===== src/rtl/sig_pcm_formatter.sv =====
module sig_pcm_formatter #(
  parameter int NUM_CH   = 32,
  parameter int CH_IDX_W = 6,
  parameter int LEN_ESF  = 24,
  parameter int LEN_SF   = 12,
  parameter int LEN_CAS  = 16
) (
  input  logic                clk,
  input  logic                rst_n,
  input  logic [1:0]          mode,
  input  logic [CH_IDX_W-1:0] ch_idx,
  input  logic [2:0]          bit_idx,
  input  logic                mf_sync,
  input  logic                freeze,
  input  logic                cap_we,
  input  logic [CH_IDX_W-1:0] cap_ch,
  input  logic [3:0]          cap_sig,
  output logic                sig_out
);

  localparam int MAX_LEN = (LEN_ESF > LEN_SF) ? ((LEN_ESF > LEN_CAS) ? LEN_ESF : LEN_CAS)
                                              : ((LEN_SF > LEN_CAS) ? LEN_SF : LEN_CAS);
  localparam int FCNT_W  = $clog2(MAX_LEN + 1);
  localparam int SEL_W   = (NUM_CH > 1) ? $clog2(NUM_CH) : 1;

  logic [NUM_CH-1:0][3:0] stage_q;
  logic [NUM_CH-1:0][3:0] buf_q;
  logic [FCNT_W-1:0]      fcnt_q;
  logic [FCNT_W-1:0]      cur_len;
  logic                   sf_mode;
  logic                   frame_start;
  logic                   wrap;
  logic                   refresh;
  logic                   ch_ok;
  logic [3:0]             sel;
  logic                   nib_bit;
  logic                   sig_q;

  always_comb begin
    case (mode)
      2'b00:   cur_len = FCNT_W'(LEN_ESF);
      2'b01:   cur_len = FCNT_W'(LEN_SF);
      default: cur_len = FCNT_W'(LEN_CAS);
    endcase
  end

  assign sf_mode     = (mode == 2'b01);
  assign frame_start = (ch_idx == '0) && (bit_idx == 3'd0);
  assign wrap        = frame_start && (fcnt_q >= cur_len - FCNT_W'(1));
  assign refresh     = mf_sync || wrap;

  always_ff @(posedge clk) begin
    if (!rst_n)
      fcnt_q <= '0;
    else if (refresh)
      fcnt_q <= '0;
    else if (frame_start)
      fcnt_q <= fcnt_q + FCNT_W'(1);
  end

  always_ff @(posedge clk) begin
    if (!rst_n) begin
      stage_q <= '0;
    end else if (cap_we && (32'(cap_ch) < NUM_CH)) begin
      stage_q[cap_ch[SEL_W-1:0]] <= cap_sig;
    end
  end

  always_ff @(posedge clk) begin
    if (!rst_n)
      buf_q <= '0;
    else if (refresh && !freeze)
      buf_q <= stage_q;
  end

  assign ch_ok = (32'(ch_idx) < NUM_CH);
  assign sel   = buf_q[ch_idx[SEL_W-1:0]];

  always_comb begin
    case (bit_idx[1:0])
      2'd0:    nib_bit = sel[3];
      2'd1:    nib_bit = sel[2];
      2'd2:    nib_bit = sf_mode ? sel[3] : sel[1];
      default: nib_bit = sf_mode ? sel[2] : sel[0];
    endcase
  end

  always_ff @(posedge clk) begin
    if (!rst_n)
      sig_q <= 1'b0;
    else
      sig_q <= ch_ok && bit_idx[2] && nib_bit;
  end

  assign sig_out = sig_q;

  assert_upper_zero_R2: assert property (@(posedge clk) disable iff (!rst_n)
    (bit_idx < 3'd4) |=> !sig_out);

  assert_bad_channel_zero_R10: assert property (@(posedge clk) disable iff (!rst_n)
    !ch_ok |=> !sig_out);

  assert_hold_between_refresh_R6: assert property (@(posedge clk) disable iff (!rst_n)
    !refresh |=> $stable(buf_q));

  assert_freeze_holds_R9: assert property (@(posedge clk) disable iff (!rst_n)
    freeze |=> $stable(buf_q));

  assert_sync_loads_R8: assert property (@(posedge clk) disable iff (!rst_n)
    (mf_sync && !freeze) |=> (buf_q == $past(stage_q)));

  assert_count_restart_R7: assert property (@(posedge clk) disable iff (!rst_n)
    refresh |=> (fcnt_q == '0));

endmodule


===== config.mk =====
export PLATFORM = sky130hd
export DESIGN_NAME = sig_pcm_formatter
export DESIGN_NICKNAME = d
export VERILOG_FILES = /design/src/rtl/sig_pcm_formatter.sv
export SDC_FILE = /design/constraint.sdc
export NUM_CORES = 1
export LEC_CHECK = 0
export BUFFER_PORTS_ARGS = -buffer_cell sky130_fd_sc_hd__buf_2
export CAP_MARGIN = 30
export CORE_MARGIN = 2
export CORE_UTILIZATION = 58
export CTS_BUF_LIST = sky130_fd_sc_hd__clkbuf_4 sky130_fd_sc_hd__clkbuf_8 sky130_fd_sc_hd__clkbuf_16
export CTS_CLUSTER_DIAMETER = 40
export DETAILED_ROUTE_END_ITERATION = 8
export HOLD_SLACK_MARGIN = 0.1
export MAX_ROUTING_LAYER = met4
export PLACE_DENSITY_LB_ADDON = 0.1
export SYNTH_ARGS = -nofsm -noshare
export SYNTH_HDL_FRONTEND = slang
export SYNTH_SLANG_ARGS = --single-unit
export TNS_END_PERCENT = 10

===== constraint.sdc =====
create_clock -name clk -period 2.45 [get_ports clk]
set_input_delay 0.245 -clock clk [delete_from_list [all_inputs] [get_ports clk]]
set_output_delay 0.245 -clock clk [all_outputs]
set_load 0.01 [all_outputs]

==> results of run 1 <==
## final timing paths
check | endpoint | slack (ns)
max | buf_q[110] | 0.40
min | fcnt_q[1] | 0.20
max reg2reg | buf_q[110] | 0.40
min reg2reg | stage_q[20] | 0.46
## worst max-delay path: cells and delay by family, from the launching register on
| family | cells | cell delay (ns) |
|---|---|---|
| AOI/OAI and AO/OA | 5 | 1.10 |
| adders and majority gates | 1 | 0.23 |
| buffers and inverters | 1 | 0.25 |
| DFF | 1 | 0.34 |
## logic make-up (layout without fill, tap and decap cells)
| group | after synthesis | after routing | synth area share |
|---|---|---|---|
| and+or+nand+nor | 412 | 412 | 0.179 |
| AOI/OAI and AO/OA | 379 | 379 | 0.197 |
| DFF | 262 | 262 | 0.451 |
| buffers and inverters | 158 | 138 | 0.0584 |
| muxes | 94 | 94 | 0.107 |
| adders and majority gates | 4 | 4 | 0.00430 |
| xor gates and xnor gates | 4 | 4 | 0.00301 |
## routing by layer
metal  global-route usage  share of wire  up-vias  wire (um)
li1                     -              -     4803          -
met1                0.446           0.45     5011      14900
met2                0.464           0.46      364      15000
met3               0.0464          0.066       71       2180
met4                0.107          0.029        0        959
met5                    -              0        -          0
## final cells by class
class                   instances  area share
clock buffers                  42      0.0741
clock inverters                21      0.0252
inverters                       6     0.00225
multi-input cells             893       0.432
flip-flops and latches        262       0.393
well taps                     265      0.0249
repair buffers                 69      0.0482
## state kept, by name, indices dropped and copies added (netlist names)
signal / count
buf_q: 128
fcnt_q: 5
sig_out: 1
stage_q: 128
## placed cells by master, fill, tap and decap left out, drive strengths merged, types with 5 or more instances in the layout
| master | count |
|---|---|
| dfxtp | 262 |
| a21oi | 207 |
| nand4 | 130 |
| o31ai | 128 |
| nand2 | 100 |
| nor2 | 78 |
| buf | 69 |
| nand3 | 67 |
| mux2i | 66 |
| clkbuf | 42 |
| mux4 | 24 |
| o21ai | 18 |
| bufinv | 8 |
| clkinv | 8 |
| nand3b | 6 |
| nand2b | 6 |
| o22ai | 6 |
| inv | 6 |
| nor2b | 5 |
| clkinvlp | 5 |
## report_power, final
group / switching, W / leakage [nW] / internal [W]
sequential: 0.00000585 / 2.11 / 0.00427
combinational: 0.000497 / 1.54 / 0.000152
clock: 0.00196 / 0.636 / 0.00374
## through the flow
stage                     power (W)  instances  hold WS, ns
after global placement      0.00500       1495        0.443
after detailed placement    0.00500       1495        0.447
after CTS                    0.0106       1558        0.190
after floorplan             0.00477       1313        0.392
after global routing         0.0109       1558        0.225
final                        0.0106       1558        0.200
==> results.md, run 1 <==
- Status: finished clean
- Drt initial violations: 1003
- Worst EP required: between 2 and 3 ns
- Share of the synthesized area in the top cell type: 0.451
- Post-synth EDFFs: 0
- CTS Hold Buffers Added: 0
- Overflow after GRT: 0
- Netlist cell types: 46
- Worst IR Drop VDD: 0.000581 V
- Largest area contributor in the netlist: dfxtp_1
- Flops & latches, synth: between 200 and 300
- Fillers: 1644
- Initial antenna violation count: 0
- WS Path Type: reg2reg
- Number of global-route vias before repair: between 9000 and 10000
- H-tree depth: 2
- FP Rows: 51
- CTS tree: yes
- Fin crit period: 2.05 ns
- Post-Route WL: between 30 and 40 mm
- Max cap viols: 0
- Design Area, Final: ~13000 um^2
- Core area: roughly 20000 um^2
- Multi-input gate area: 5760 um^2
- CTS resizes: 0
- CP endpoint kind: register
- Initial DRT Pass Iterations: 5
- Final setup TNS: 0 ns
- Final nets: 1297
- Crit-path most repeated cell: a21oi_1
- Final slew viol count: 0
- Antenna viol nets, final: 0
- CP startpoint: fcnt_q[0]
- Clock transition at path regs: 0.06 ns
- Register area share after synthesis: 0.451
- Die width: 146 um
- Post-Syn Instances: 1313
- Clock skew: 0.0126 ns
- Die Y: between 100 and 150 um
- Worst Tran Pin Value: 0.940 ns
- Post-detail-place hpwl: approximately 19 mm
- Layout area overhead: 14.7%
- Synth Warn #: 0
- Via count: 10249
- Die area: 21200 um^2
- Pleak: about 4.3 nW
- Number of vias per cell: 6.58
- Setup crit start kind: register
- Most used DFF post-synth: dfxtp_1
- Top cells by area, synth: dfxtp_1 45%, a21oi_1 8.9%, o31ai_1 8.3%, nand4_1 7.0%, mux2i_1 5.7%
- Cells on worst reg2reg path: 7
- Critical-path top delay cell: dfxtp_1
- Global-route wire length before repair: 53.2 mm
- I/O Buffers: 26
- Hold path cells: 3
- Total power per unit cell area: 797 nW/um^2
- Pre-CTS setup slack: ~0.20 ns
- DRC Markers: 0
- Deepest clock path buffer count: 3
- Mean routed wirelength per cell: 21.2 um
- Post-synth ARST share: 0
- Critical Path, Cell by Cell: ha_1, a21o_1, a21oi_1, o21a_4, buf_12, o31ai_1, a21oi_1
- Pin count of the biggest net entering global routing: 129
- Setup ws final: 0.402 ns
- Global-route usage over all layers: 0.315
- Worst-Skew Late Latency: between 0.5 and 0.6 ns
- Hold_sp: rst_n
- Synth cell count leaders: 262 x dfxtp_1, 206 x a21oi_1, 130 x nand4_1
- R2r startpoint: fcnt_q[0]
- GP Congestion: 0.877
- Layout cells sized above 1: 0.136
- IO Pins: 27
- Fmax: 488 MHz
- Clock sink count: ~260
- Dpl cell area: 12000 um^2
- Avg Cell Area, Syn: around 8.9 um^2
- Final Hold Viols: 0
- HP Class: in2reg
- CTS buffer count: 35
- Rel. slew slack: 0.373
- Storage cell area: 5250 um^2
- Initial Util: 0.594
- Count leader, synth: dfxtp_1
- Util after Layout: 0.681
- Unrepaired setup endpoints after global routing: no
- Post-CTS Setup Bufs: 0
- Cell Area, Synth: between 10000 and 15000 um^2
- Crit-path max FO: 38
- Slowest stage delay, CP: 0.34 ns
- Antenna Cells: 0
- Critical path arrival: 2.47 ns
- Clock root buffer: clkbuf_16
- Final setup viols: 0
- Syn_nets: about 1300
- Final Cycle Share: 0.836
Power figures use the tool's default switching activity.
==> inputs of run 2 (changes only) <==
--- a/config.mk
+++ b/config.mk
@@ -8,7 +8,7 @@
 export BUFFER_PORTS_ARGS = -buffer_cell sky130_fd_sc_hd__buf_2
 export CAP_MARGIN = 30
 export CORE_MARGIN = 2
-export CORE_UTILIZATION = 58
+export CORE_UTILIZATION = 56
 export CTS_BUF_LIST = sky130_fd_sc_hd__clkbuf_4 sky130_fd_sc_hd__clkbuf_8 sky130_fd_sc_hd__clkbuf_16
 export CTS_CLUSTER_DIAMETER = 40
 export DETAILED_ROUTE_END_ITERATION = 8
==> constraint.sdc (replaced) <==
create_clock -name clk -period 1.81 [get_ports clk]
set_input_delay 0.181 -clock clk [delete_from_list [all_inputs] [get_ports clk]]
set_output_delay 0.181 -clock clk [all_outputs]
set_load 0.01 [all_outputs]
==> results.md, run 2 (same netlist as run 1, synthesis figures left out) <==
- Initial Util: 0.573 (-0.0207)
- I/O Buffers: 26 (unchanged)
- Final nets: 1364 (+5.2%)
- Antenna viol nets, final: 0 (unchanged)
- Overflow after GRT: 0 (unchanged)
- Initial DRT Pass Iterations: 5 (unchanged)
- CTS tree: yes
- DRC Markers: 0 (unchanged)
- HP Class: in2reg
- GP Congestion: 0.994 (+13%)
- Logic pwr share: 0.077 (+0.016)
- Max cap viols: 0 (unchanged)
- Psw: 0.00355 W (+44%)
- Worst Tran Pin Value: 0.499 ns (-0.441 ns)
- Via count: 10760 (+5.0%)
- Drt initial violations: 1186 (+18%)
- CP endpoint kind: register
- Global-route wire length before repair: 54.8 mm (+3.1%)
- P_int: 0.0108 W (+32%)
- Die Y: 148 um (+1.7%)
- Pin count of the biggest net entering global routing: 87 (-33%)
- FP Rows: 52 (+2.0%)
- Clock transition at path regs: 0.06 ns (about the same)
- Total power per unit cell area: 1010 nW/um^2 (+27%)
- Fin crit period: 1.80 ns (-0.249 ns)
- CP startpoint: fcnt_q[3]
- Global-route usage over all layers: 0.322 (+0.00682)
- Clock sink count: 262 (unchanged)
- Cells on worst reg2reg path: 8 (+1)
- Critical path arrival: 2.24 ns (-0.23 ns)
- Number of global-route vias before repair: 9993 (+3.9%)
- Hold_sp: freeze
- Commonest non-fill, non-tap cell in the layout: dfxtp_1
- Hold path cells: 4 (+1)
- Initial antenna violation count: 0 (unchanged)
- Commonest cells after routing, fill and taps aside: 262 x dfxtp_1, 203 x a21oi_1, 130 x nand4_1
- Design Power: 0.0143 W (+35%)
- Clock share of power: 0.519 (-0.017)
- Clock root buffer: clkbuf_16
- CTS buffer count: 37 (+5.7%)
- R2r startpoint: fcnt_q[3]
- Post-detail-place hpwl: 20.9 mm (+7.9%)
- Reg2Reg Setup Slack: 0.01 ns (-0.39 ns)
- Fmax: 556 MHz (+14%)
- Met1 usage: 0.433 (-0.0134)
- Antenna Cells: 0 (unchanged)
- Busiest layer in global routing: met2
- Rel. slew slack: 0.667 (+0.294)
- Seq pwr share: 0.404 (about the same)
- Worst IR Drop VDD: 0.000700 V (+20%)
- Hold-critical path endpoint: buf_q[106]
- RR Endpoint: buf_q[59]
- Unrepaired setup endpoints after global routing: yes
- Core area: 20300 um^2 (+3.6%)
- Number of vias per cell: 6.59 (+0.23%)
- Die area: 21900 um^2 (+3.5%)
- Final Hold Viols: 0 (unchanged)
- Sw Share: 0.247 (+0.0156)
- Worst-Skew Late Latency: 0.52 ns (about the same)
- Setup crit start kind: register
- WS Path Type: reg2reg
- GR Layer Usage met3: 0.0635 (+0.0171)
- Mean routed wirelength per cell: 22.2 um (+4.8%)
- Clock skew: 0.0210 ns (+0.00842 ns)
- Final setup viols: 0 (unchanged)
- Final slew viol count: 0 (unchanged)
- Deepest clock path buffer count: 3 (unchanged)
- Status: finished clean
- Post-Route WL: 36.3 mm (+9.8%)
- Setup ws final: 0.0113 ns (-0.391 ns)
- Layout area overhead: 22.3%
- GR Util met2: 0.488 (+0.0240)
- IO Pins: 27 (unchanged)
- Crit-path max FO: 19 (-50%)
- Pre-CTS setup slack: -0.376 ns (-0.578 ns)
- H-tree depth: 2 (unchanged)
- Pleak: 4.73 nW (+10%)
- Final Cycle Share: 0.994 (+0.158)
- Layout cells sized above 1: 0.192 (+0.0562)
- Largest regs: buf_q (128), stage_q (128), fcnt_q (5)
- Die width: 148 um (+1.7%)
- Worst EP required: 2.25 ns (-0.62 ns)
[run 2: cell count changes in the layout (fill, tap and decap cells not counted), moves of 5 or more]
| cell | delta |
|---|---|
| buf_12 | +9 |
| bufinv_16 | -5 |
| o31ai_1 | -12 |
| clkbuf_16 | +7 |
| o31ai_2 | +12 |
| buf_16 | +6 |
| buf_4 | +42 |
[run 2: worst max path at each step]
| stage | end | slack [ns] | cells after the start |
|---|---|---|---|
| CTS | buf_q[73] | -0.02 | 7 |
| finish | buf_q[59] | 0.01 | 8 |
| global route | buf_q[85] | -0.06 | 8 |
| global placement | buf_q[113] | -0.31 | 9 |
| floorplan | sig_out | -0.15 | 8 |
| detailed placement | buf_q[110] | -0.38 | 9 |
[run 2: routing by layer]
layer,vias to the layer above,part of all wire
li1,4941,-
met1,5228,0.42
met2,516,0.46
met3,75,0.086
met4,0,0.031
met5,-,0
[run 2: critical path: stages, from the launching register on]
cell       delay (ns)
dfxtp_1          0.33
ha_1             0.22
nor3_2           0.20
buf_4            0.16
o21a_4           0.19
buf_4            0.16
clkbuf_16        0.20
o31ai_1          0.09
a21oi_1          0.17
[run 2: per-stage QoR]
step                      setup TNS [ns]  std cells  utilization  area, um^2  hold slack [ns]
after floorplan                   -13.19       1313            -       11700            0.328
after global placement            -33.48       1552        0.617       12500            0.443
after detailed placement          -35.76       1552        0.617       12500            0.447
after CTS                         -0.444       1622        0.685       13900            0.112
after global routing              -0.635       1632        0.700       14200            0.119
final                                  0       1632        0.700       14200            0.109
[run 2: power groups by stage]
| stage | logic (W) | registers (W) | clock network [W] |
|---|---|---|---|
| 3_5_place_dp | 0.000959 | 0.00592 | 0 |
| 3_3_place_gp | 0.000953 | 0.00592 | 0 |
| 5_1_grt | 0.00114 | 0.00579 | 0.00774 |
| 6_report | 0.00110 | 0.00579 | 0.00744 |
| 2_1_floorplan | 0.000553 | 0.00591 | 0 |
| 4_1_cts | 0.000995 | 0.00579 | 0.00746 |
[run 2: timing repair]
action / CTS / global route
hold buffers: 0 / 0
pin swaps: 1 / 17
buffers inserted: 1 / 5
hold endpoints to repair: 0 / 0
setup endpoints to repair: 92 / 127
gates cloned: 2 / 5
gates resized for setup: 4 / 26
[run 2: final cells by class]
class                           instances  area (um^2)
Fill cell                            1605         6080
Clock inverter                         21          226
Sequential cell                       262         5250
Multi-Input combinational cell        893         5840
Inverter                                6         32.5
Tap cell                              270          338
Timing Repair Buffer                  134         1470
Clock buffer                           46         1070
